## src/rtl/irqc_pkg.sv

```systemverilog
package irqc_pkg;

  typedef enum logic [1:0] {
    REG_STAT = 2'd0,
    REG_REQ  = 2'd1,
    REG_MASK = 2'd2,
    REG_NONE = 2'd3
  } reg_kind_e;

  typedef struct packed {
    logic      valid;
    logic [7:0] bank;
    reg_kind_e kind;
  } reg_sel_t;

  // Each bank takes three consecutive words: status, request, mask.
  function automatic reg_sel_t decode_word(input logic [7:0] addr, input int unsigned nbank);
    reg_sel_t    s;
    int unsigned a;
    a       = int'(addr);
    s.valid = (a < 3 * nbank);
    s.bank  = 8'(a / 3);
    s.kind  = s.valid ? reg_kind_e'(2'(a % 3)) : REG_NONE;
    return s;
  endfunction

  function automatic logic [7:0] masked_req(input logic [7:0] stat, input logic [7:0] msk);
    return stat & msk;
  endfunction

endpackage

```

## src/rtl/irqc_src_cond.sv

```systemverilog
module irqc_src_cond #(
  parameter int            N       = 40,
  parameter logic [N-1:0]  ACT_LOW = '0,
  parameter logic [N-1:0]  EXT_SEL = '1
) (
  input  logic         clk,
  input  logic         rst_n,
  input  logic [N-1:0] pin,
  output logic [N-1:0] cond
);

  for (genvar i = 0; i < N; i++) begin : g_bit
    logic raw;
    if (EXT_SEL[i]) begin : g_ext
      logic s1_q, s2_q;
      always_ff @(posedge clk or negedge rst_n) begin
        if (!rst_n) begin
          s1_q <= ACT_LOW[i];
          s2_q <= ACT_LOW[i];
        end else begin
          s1_q <= pin[i];
          s2_q <= s1_q;
        end
      end
      assign raw = s2_q;
    end else begin : g_int
      assign raw = pin[i];
    end
    assign cond[i] = raw ^ ACT_LOW[i];
  end

endmodule

```

## src/rtl/irqc_bank.sv

```systemverilog
module irqc_bank
  import irqc_pkg::*;
#(
  parameter int            BW       = 8,
  parameter logic [BW-1:0] EDGE_SEL = '0
) (
  input  logic          clk,
  input  logic          rst_n,
  input  logic [BW-1:0] cond,
  input  logic [BW-1:0] clr,
  input  logic          mask_we,
  input  logic [BW-1:0] mask_wdata,
  output logic [BW-1:0] status,
  output logic [BW-1:0] mask,
  output logic [BW-1:0] req
);

  always_ff @(posedge clk or negedge rst_n) begin
    if (!rst_n)       mask <= '0;
    else if (mask_we) mask <= mask_wdata;
  end

  for (genvar i = 0; i < BW; i++) begin : g_bit
    if (EDGE_SEL[i]) begin : g_edge
      logic prev_q;
      logic rise;
      assign rise = cond[i] & ~prev_q;
      always_ff @(posedge clk or negedge rst_n) begin
        if (!rst_n) begin
          prev_q    <= 1'b0;
          status[i] <= 1'b0;
        end else begin
          prev_q    <= cond[i];
          status[i] <= rise | (status[i] & ~clr[i]);
        end
      end
    end else begin : g_level
      always_ff @(posedge clk or negedge rst_n) begin
        if (!rst_n) status[i] <= 1'b0;
        else        status[i] <= cond[i];
      end
    end
  end

  if (BW == 8) begin : g_req8
    assign req = masked_req(status, mask);
  end else begin : g_reqn
    assign req = status & mask;
  end

endmodule

```

## src/rtl/irq_fanin_ctrl.sv

```systemverilog
module irq_fanin_ctrl
  import irqc_pkg::*;
#(
  parameter int                    NBANK       = 5,
  parameter int                    BW          = 8,
  parameter logic [NBANK*BW-1:0]   SRC_ACT_LOW = 40'h00_00_00_F0_00,
  parameter logic [NBANK*BW-1:0]   SRC_EDGE    = 40'h0F_0F_0F_0F_0F,
  parameter logic [NBANK*BW-1:0]   SRC_EXT     = 40'hFF_FF_FF_FF_07,
  localparam int                   NSRC        = NBANK * BW,
  localparam int                   AW          = $clog2(3 * NBANK + 1)
) (
  input  logic            clk,
  input  logic            rst_n,
  input  logic [NSRC-1:0] src_pin,
  input  logic [AW-1:0]   bus_addr,
  input  logic            bus_wr,
  input  logic [BW-1:0]   bus_wdata,
  output logic [BW-1:0]   bus_rdata,
  output logic            fiq_o,
  output logic            irq_o
);

  logic [NSRC-1:0]  cond_vec;
  logic [NSRC-1:0]  status_vec;
  logic [NSRC-1:0]  mask_vec;
  logic [NSRC-1:0]  req_vec;
  logic [NSRC-1:0]  clr_vec;
  logic [NBANK-1:0] mask_we;
  logic [NBANK-1:0] bank_any;
  logic             fiq_next;
  logic             irq_next;
  reg_sel_t         sel;

  irqc_src_cond #(
    .N       (NSRC),
    .ACT_LOW (SRC_ACT_LOW),
    .EXT_SEL (SRC_EXT)
  ) u_cond (
    .clk   (clk),
    .rst_n (rst_n),
    .pin   (src_pin),
    .cond  (cond_vec)
  );

  always_comb sel = decode_word(8'(bus_addr), NBANK);

  for (genvar b = 0; b < NBANK; b++) begin : g_bank
    logic hit;
    assign hit = bus_wr && sel.valid && (int'(sel.bank) == b);
    assign clr_vec[b*BW +: BW] = (hit && sel.kind == REG_STAT) ? bus_wdata : '0;
    assign mask_we[b]          = hit && (sel.kind == REG_MASK);

    irqc_bank #(
      .BW       (BW),
      .EDGE_SEL (SRC_EDGE[b*BW +: BW])
    ) u_bank (
      .clk        (clk),
      .rst_n      (rst_n),
      .cond       (cond_vec[b*BW +: BW]),
      .clr        (clr_vec[b*BW +: BW]),
      .mask_we    (mask_we[b]),
      .mask_wdata (bus_wdata),
      .status     (status_vec[b*BW +: BW]),
      .mask       (mask_vec[b*BW +: BW]),
      .req        (req_vec[b*BW +: BW])
    );

    assign bank_any[b] = |req_vec[b*BW +: BW];
  end

  always_comb begin
    bus_rdata = '0;
    for (int b = 0; b < NBANK; b++) begin
      if (sel.valid && int'(sel.bank) == b) begin
        case (sel.kind)
          REG_STAT: bus_rdata = status_vec[b*BW +: BW];
          REG_REQ:  bus_rdata = req_vec[b*BW +: BW];
          REG_MASK: bus_rdata = mask_vec[b*BW +: BW];
          default:  bus_rdata = '0;
        endcase
      end
    end
  end

  assign fiq_next = bank_any[0];
  assign irq_next = |bank_any[NBANK-1:1];

  always_ff @(posedge clk or negedge rst_n) begin
    if (!rst_n) begin
      fiq_o <= 1'b0;
      irq_o <= 1'b0;
    end else begin
      fiq_o <= fiq_next;
      irq_o <= irq_next;
    end
  end

endmodule

```

## config.mk

```make
export PLATFORM = sky130hd
export DESIGN_NAME = irq_fanin_ctrl
export DESIGN_NICKNAME = d
export VERILOG_FILES = /design/src/rtl/irqc_pkg.sv /design/src/rtl/irqc_src_cond.sv /design/src/rtl/irqc_bank.sv /design/src/rtl/irq_fanin_ctrl.sv
export SDC_FILE = /design/constraint.sdc
export NUM_CORES = 1
export LEC_CHECK = 0
export BUFFER_PORTS_ARGS = -buffer_cell sky130_fd_sc_hd__buf_2
export CORE_ASPECT_RATIO = 1.2
export CORE_UTILIZATION = 40
export CTS_BUF_LIST = sky130_fd_sc_hd__clkbuf_2 sky130_fd_sc_hd__clkbuf_4 sky130_fd_sc_hd__clkbuf_8
export DETAILED_ROUTE_END_ITERATION = 10
export PLACE_DENSITY = 0.6
export SLEW_MARGIN = 5
export SYNTH_ARGS = -nofsm -noshare
export SYNTH_HDL_FRONTEND = slang
export SYNTH_SLANG_ARGS = --single-unit
```

## constraint.sdc

```tcl
create_clock -name clk -period 6.11 [get_ports clk]
set_input_delay 1.222 -clock clk [delete_from_list [all_inputs] [get_ports clk]]
set_output_delay 1.222 -clock clk [all_outputs]
set_load 0.1 [all_outputs]
```

==> run_results.csv, run 1 <==
group,metric,value,unit
placement,gp_congestion,0.8674,
setup_path,critPathSlowestCell,"or4_4",
yosys,synth-seq-area-share,66.86,%
yosys,syn-num-nets,546,
global_routing,antenna_found_initial,0,
global_routing,first_global_vias,4442,
yosys,syn_area,6452,um2
yosys,netlist_instances,487,
drt,wl_per_cell,20.10,um
setup_path,path_cells,"buf_4 -> nor2_4 -> ha_4 -> nand2b_4 -> a32oi_4 -> xnor2_2 -> inv_1 -> ha_2 -> or4b_4 -> o31a_4 -> o211ai_4 -> o22ai_2 -> buf_4 -> nor2_1 -> buf_4 -> a21oi_1 -> or4_4 -> buf_12",
flow_run,max_cap_viol_count,0,
global_routing,grt.total_usage,20.60,%
clock_network,cts_root_buf,"clkbuf_8",
clock_network,clock-sinks,172,
yosys,synth-edff-count,0,
floorplan,core_area,15700,um2
timing,finalCriticalPeriod,6.027,ns
yosys,avgSynthCellArea,13.25,um2
finish,drive_gt1_share,37.75,%
drt,wirelength,16480,um
drt,wl_met2,8067,um
global_routing,grt_first_pass_wirelength,25360,um
timing,clock_skew,0.01083,ns
power_and_ir_drop,power.density,353.6,nW/um2
timing,finalHoldViolations,0,
drt,top_layer,"met4",
hold_path,hold_depth,0,
placement,io_buffers,64,
floorplan,die_y,141.1,um
finish,nets,658,
finish,fin_util,51.79,%
setup_path,required,4.89,ns
drt,dr_wl_met3,999,um
clock_network,postCtsHoldBufs,0,
clock_network,cts_made_buffers,17,
finish,fillers,1360,
clock_network,cts_buffer_depth,2,
drt,drc,0,
yosys,yosysWarnings,0,
floorplan,die_area,16640,um2
drt,ant_nets,0,
floorplan,core.rowCount,50,
timing,fmax,0.1659,GHz
drt,via_count,4462,
yosys,synth_top_flop_cell,"dfrtp_1",
power_and_ir_drop,p_leak,3.551,nW
clock_network,insertion_delay,0.45,ns
setup_path,critPathArrivalTime,4.81,ns
setup_path,criticalPathCategory,"in -> out",
clock_network,clkTransAtPathRegs,0.09,ns
clock_network,cts_tree,"built",
timing,period_share,98.64,%
setup_path,cp_max_fo,11,
finish,mostFrequentLayoutCells,"164 x dfrtp_1, 53 x buf_2, 44 x buf_4",
drt,drt_iter0_drc,274,
drt,drt-met1-wl,6931,um
finish,final_common_cell,"dfrtp_1",
finish,area_delta_synth_final,26.04,%
floorplan,start_util,41.09,%
timing,worstMarginPinSlew,1.025,ns
global_routing,grt_max_degree,118,
yosys,synthArstFlopShare,100.0,%
clock_network,h-tree-depth,4,
outcome,outcome,"finished clean",
drt,vias_per_cell,5.441,
timing,worst_slack,0.08292,ns
power_and_ir_drop,ir_drop,0.1642,mV
placement,pre_cts_ws,-0.08022,ns
setup_path,crit_top_cell,"buf_4",
placement,dp_hpwl,11510,um
timing,slew_headroom,31.66,%
setup_path,cp-end-kind,"output port",
finish,num_antenna_cells,0,
drt,dr.pass1.iters,4,
timing,slew_viol_final,0,
floorplan,ios,65,
global_routing,grt_remaining_overflow,0,
setup_path,max_stage_delay,0.55,ns
setup_path,reg2reg_depth,4,
yosys,ys_ff_latch,172,
setup_path,startpoint_type,"input pin",
timing,setup_viol,0,
floorplan,die_w,117.9,um
yosys,synth.distinct_cells,57,
hold_path,hold_path_class,"reg -> reg",
## stage by stage
stage               power, mW  setup TNS [ns]  hold slack, ns  area [um2]  instances
floorplan               1.815         -0.8466          0.3312        6609        487
global placement        2.081               0          0.3320        7523        777
detailed placement      2.089         -0.2532          0.3347        7523        777
CTS                     2.875               0          0.3423        7931        810
global route            3.016        -0.03478          0.3523        8133        820
finish                  2.876               0          0.3438        8133        820
## report_power, final
group / switching (mW) / internal, mW
sequential: 0.109 / 1.27
clock: 0.430 / 0.342
combinational: 0.408 / 0.312
total: 0.948 / 1.93
## final cells by class
| class | instances | area [um2] | area share [%] |
|---|---|---|---|
| sequential | 172 | 4314 | 53.05 |
| multi-input combinational | 258 | 2127 | 26.15 |
| timing repair buffer | 113 | 899.6 | 11.06 |
| tap | 208 | 260.3 | 3.200 |
| clock buffer | 18 | 241.5 | 2.969 |
| clock inverter | 14 | 151.4 | 1.862 |
| inverter | 37 | 138.9 | 1.708 |
## state kept, by name (all words and copies together) (netlist names)
| signal | cells |
|---|---|
| irq_o | 1 |
| g_bank.u_bank.status | 40 |
| u_cond.g_bit.g_ext.s2_q | 35 |
| g_bank.u_bank.g_bit.g_edge.prev_q | 20 |
| u_cond.g_bit.g_ext.s1_q | 35 |
| g_bank.u_bank.mask | 40 |
| fiq_o | 1 |
## metal layers
metal | vias to the layer above | global-route usage (%)
met1 | 2229 | 26.78
met2 | 177 | 32.72
met5 | - | 0
li1 | 2029 | -
met4 | 0 | 10.12
met3 | 27 | 4.531
## cell families (layout without fill, tap and decap cells)
logic type,Yosys count,after routing,share of synthesized area [%]
mux,38,38,6.612
compound gates,139,139,15.49
simple gates,76,76,6.400
buf+inv,57,182,3.723
flops,172,172,66.86
fa+ha+maj,4,4,0.7757
xor+xnor,1,1,0.1358
## worst paths after layout
kind	from	endpoint	slack (ns)
max in group asynchronous	rst_n	g_bank[2].u_bank.mask[7]	3.91
hold reg to reg	u_cond.g_bit[18].g_ext.s1_q	u_cond.g_bit[18].g_ext.s2_q	0.34
min in group asynchronous	rst_n	u_cond.g_bit[16].g_ext.s1_q	0.89
hold / removal	u_cond.g_bit[18].g_ext.s1_q	u_cond.g_bit[18].g_ext.s2_q	0.34
setup reg to reg	g_bank[3].u_bank.status[3]	irq_o	4.17
setup / recovery	bus_addr[3]	bus_rdata[2]	0.08
## synth_stat cells (6+ instances only)
cell	number	area, um2
nand2_1	20	75.07
inv_1	37	138.9
o31ai_1	6	45.04
o22ai_1	8	50.05
a21oi_1	9	45.04
a22oi_1	17	127.6
o21ai_0	42	210.2
a22o_1	6	52.55
dfrtp_1	164	4104
buf_2	9	45.04
nor2_1	7	26.28
o221ai_1	12	105.1
clkbuf_1	8	30.03
nor3_1	12	60.06
mux2_2	37	416.7
dfstp_2	8	210.2
nand4_1	10	62.56
## repair_timing
action	in CTS	in global routing
gates cloned	0	2
resized for setup	2	24
pin swaps	3	14
buffers inserted	1	9
endpoints found under the setup margin	4	7
## worst max-delay path: cells and delay by family
| family | cells | cell delay [ns] |
|---|---|---|
| simple gates | 5 | 1.47 |
| compound gates | 5 | 0.78 |
| fa+ha+maj | 2 | 0.37 |
| xor+xnor | 1 | 0.15 |
| buf+inv | 5 | 0.80 |
Note: power is estimated with default switching activity, not from simulation.
==> run 2, diff against run 1 <==
--- a/config.mk
+++ b/config.mk
@@ -10,4 +10,5 @@
 export CORE_UTILIZATION = 40
 export CTS_BUF_LIST = sky130_fd_sc_hd__clkbuf_2 sky130_fd_sc_hd__clkbuf_4 sky130_fd_sc_hd__clkbuf_8
+export CTS_CLUSTER_DIAMETER = 100
 export DETAILED_ROUTE_END_ITERATION = 10
 export PLACE_DENSITY = 0.6
==> constraint.sdc (replaced) <==
create_clock -name clk -period 6.11 [get_ports clk]
set_input_delay 0.3055 -clock clk [delete_from_list [all_inputs] [get_ports clk]]
set_output_delay 0.3055 -clock clk [all_outputs]
set_load 0.1 [all_outputs]
==> run 2 against run 1 <==
  * The flow now finishes with violations (negative hold slack)
  * Setup slack better by 0.43 ns
  * Sequential share of layout area is 2.1 points higher
  * Combinational power is 19% lower
  * Register-to-register slack better by 0.07 ns
  * Highest routed layer unchanged
==> run_results.csv, run 2 (synthesis gave the netlist of run 1 again) <==
group,metric,value,unit
setup_path,worstReg2RegEnd,"irq_o",
drt,drt_iter0_drc,456,
timing,worstMarginPinSlew,1.256,ns
drt,drc,0,
setup_path,criticalPathCategory,"in -> out",
timing,fmax,0.1787,GHz
finish,mostFrequentLayoutCells,"164 x dfrtp_1, 63 x buf_2, 42 x o21ai_0",
setup_path,cp_max_fo,19,
global_routing,busiest_layer,"met2",
drt,wl_per_cell,19.67,um
finish,final_common_cell,"dfrtp_1",
power_and_ir_drop,swShare,32.75,%
power_and_ir_drop,p_sw,0.9109,mW
setup_path,critPathLaunch,"bus_addr[2]",
setup_path,r2r_slack,4.24,ns
global_routing,antenna_found_initial,0,
drt,wirelength,16150,um
power_and_ir_drop,seq_power_share,49.8,%
setup_path,cp_top_family,"simple AND/OR/NAND/NOR gates",
timing,worst_slack,0.5128,ns
floorplan,core.rowCount,50,
drt,ant_nets,0,
placement,pre_cts_ws,0.5671,ns
floorplan,start_util,41.09,%
global_routing,grt_max_degree,116,
clock_network,insertion_delay,0.46,ns
timing,slew_viol_final,0,
power_and_ir_drop,p_int,1.870,mW
finish,nets,659,
finish,fillers,1387,
finish,drive_gt1_share,26.92,%
setup_path,critPathSlowestCell,"or2_1",
finish,num_antenna_cells,0,
clock_network,h-tree-depth,4,
placement,io_buffers,64,
clock_network,cts_root_buf,"clkbuf_8",
power_and_ir_drop,power_frac_clock,29.2,%
setup_path,max_stage_delay,0.58,ns
timing,finalHoldViolations,8,
global_routing,use_met1,25.25,%
setup_path,startpoint_type,"input pin",
global_routing,first_global_vias,4576,
hold_path,hold_path_class,"in -> async",
finish,fin_util,49.85,%
clock_network,post_cts_buffers,0,
drt,dr.pass1.iters,5,
power_and_ir_drop,pwr-share-comb,21.0,%
clock_network,cts_tree,"built",
clock_network,cts_made_buffers,17,
clock_network,clock-sinks,172,
global_routing,grt_remaining_overflow,0,
timing,period_share,91.61,%
floorplan,die_y,141.1,um
setup_path,crit-reg2reg-launch,"g_bank[3].u_bank.status[3]",
setup_path,cp_num_cells,19,
finish,multiInputGateArea,1903,um2
global_routing,grt.total_usage,20.80,%
setup_path,required,5.80,ns
timing,setup_viol,0,
timing,slew_headroom,15.60,%
floorplan,die_area,16640,um2
timing,finalCriticalPeriod,5.597,ns
timing,whs,-0.01931,ns
flow_run,max_cap_viol_count,0,
setup_path,reg2reg_depth,4,
placement,dp_hpwl,11210,um
setup_path,cp-end-kind,"output port",
drt,vias_per_cell,5.477,
floorplan,ios,65,
placement,gp_congestion,0.9078,
timing,rsz0062_at_grt,"false",
power_and_ir_drop,p_leak,3.438,nW
floorplan,core_area,15700,um2
finish,finalNonFillerCells,821,
clock_network,cts_buffer_depth,2,
timing,clock_skew,0.01019,ns
outcome,violations,"negative hold slack",
clock_network,clkTransAtPathRegs,0.09,ns
power_and_ir_drop,ir_drop,0.1669,mV
global_routing,met3_usage,5.218,%
setup_path,path_cells,"buf_2 -> inv_1 -> nor2_1 -> ha_1 -> nand2b_1 -> a32oi_2 -> xnor2_1 -> inv_1 -> ha_1 -> or4b_1 -> o31a_2 -> or4_1 -> a21oi_1 -> buf_4 -> or2_1 -> buf_4 -> o221ai_1 -> nand4_1 -> buf_2",
finish,final-seq-area,4314,um2
drt,via_count,4497,
global_routing,grt_first_pass_wirelength,25510,um
global_routing,gr-usage-met2,34.52,%
placement,place_inst,749,
outcome,outcome,"complete, but fails checks",
timing,fin_tns_setup,0,ns
setup_path,cp.buffers_inverters,6,
finish,top_regs,"g_bank.u_bank.mask (40), g_bank.u_bank.status (40)",
power_and_ir_drop,power.density,355.3,nW/um2
setup_path,critPathArrivalTime,5.29,ns
finish,area_delta_synth_final,21.31,%
floorplan,die_w,117.9,um
==> run 2: power by group through the flow <==
stage	Sequential, mW	Combinational, mW	Clock (mW)
3_3_place_gp	1.41	0.555	0
4_1_cts	1.38	0.583	0.845
5_1_grt	1.40	0.624	0.889
6_report	1.39	0.585	0.811
2_1_floorplan	1.38	0.399	0
3_5_place_dp	1.41	0.563	0
==> run 2: through the flow <==
| step | power [mW] | area, um2 |
|---|---|---|
| after CTS | 2.812 | 7828 |
| final | 2.781 | 7828 |
| after global routing | 2.911 | 7828 |
| after floorplan | 1.781 | 6452 |
| after global placement | 1.960 | 7018 |
| after detailed placement | 1.969 | 7018 |
==> run 2: how the worst max path moves through the flow <==
stage	slack [ns]	endpoint
2_1_floorplan	0.51	bus_rdata[4]
3_5_place_dp	0.57	bus_rdata[1]
5_1_grt	0.1	bus_rdata[1]
3_3_place_gp	0.77	bus_rdata[1]
6_report	0.51	bus_rdata[1]
4_1_cts	0.56	bus_rdata[1]
==> run 2: what timing repair did <==
action	CTS	global route
gates resized for setup	0	0
endpoints found under the hold margin	40	0
hold buffers	40	0
==> run 2: layer usage <==
layer	up-vias	routed length (um)
met5	-	0
li1	2025	-
met2	165	8019
met4	0	588
met1	2265	6705
met3	42	837
==> run 2: worst register-to-register path, stage by stage, from the launching register on <==
cell      delay (ns)
dfrtp_1         0.44
a22o_1          0.29
a221oi_1        0.28
nand3_1         0.13
or4_1           0.58
==> run 2: final cells by class <==
cell class              count  area share, %
flip-flops and latches    172          55.12
well taps                 208          3.325
multi-input cells         258          24.31
clock inverters            13          1.966
repair buffers            114          10.25
clock buffers              19          3.261
inverters                  37          1.774
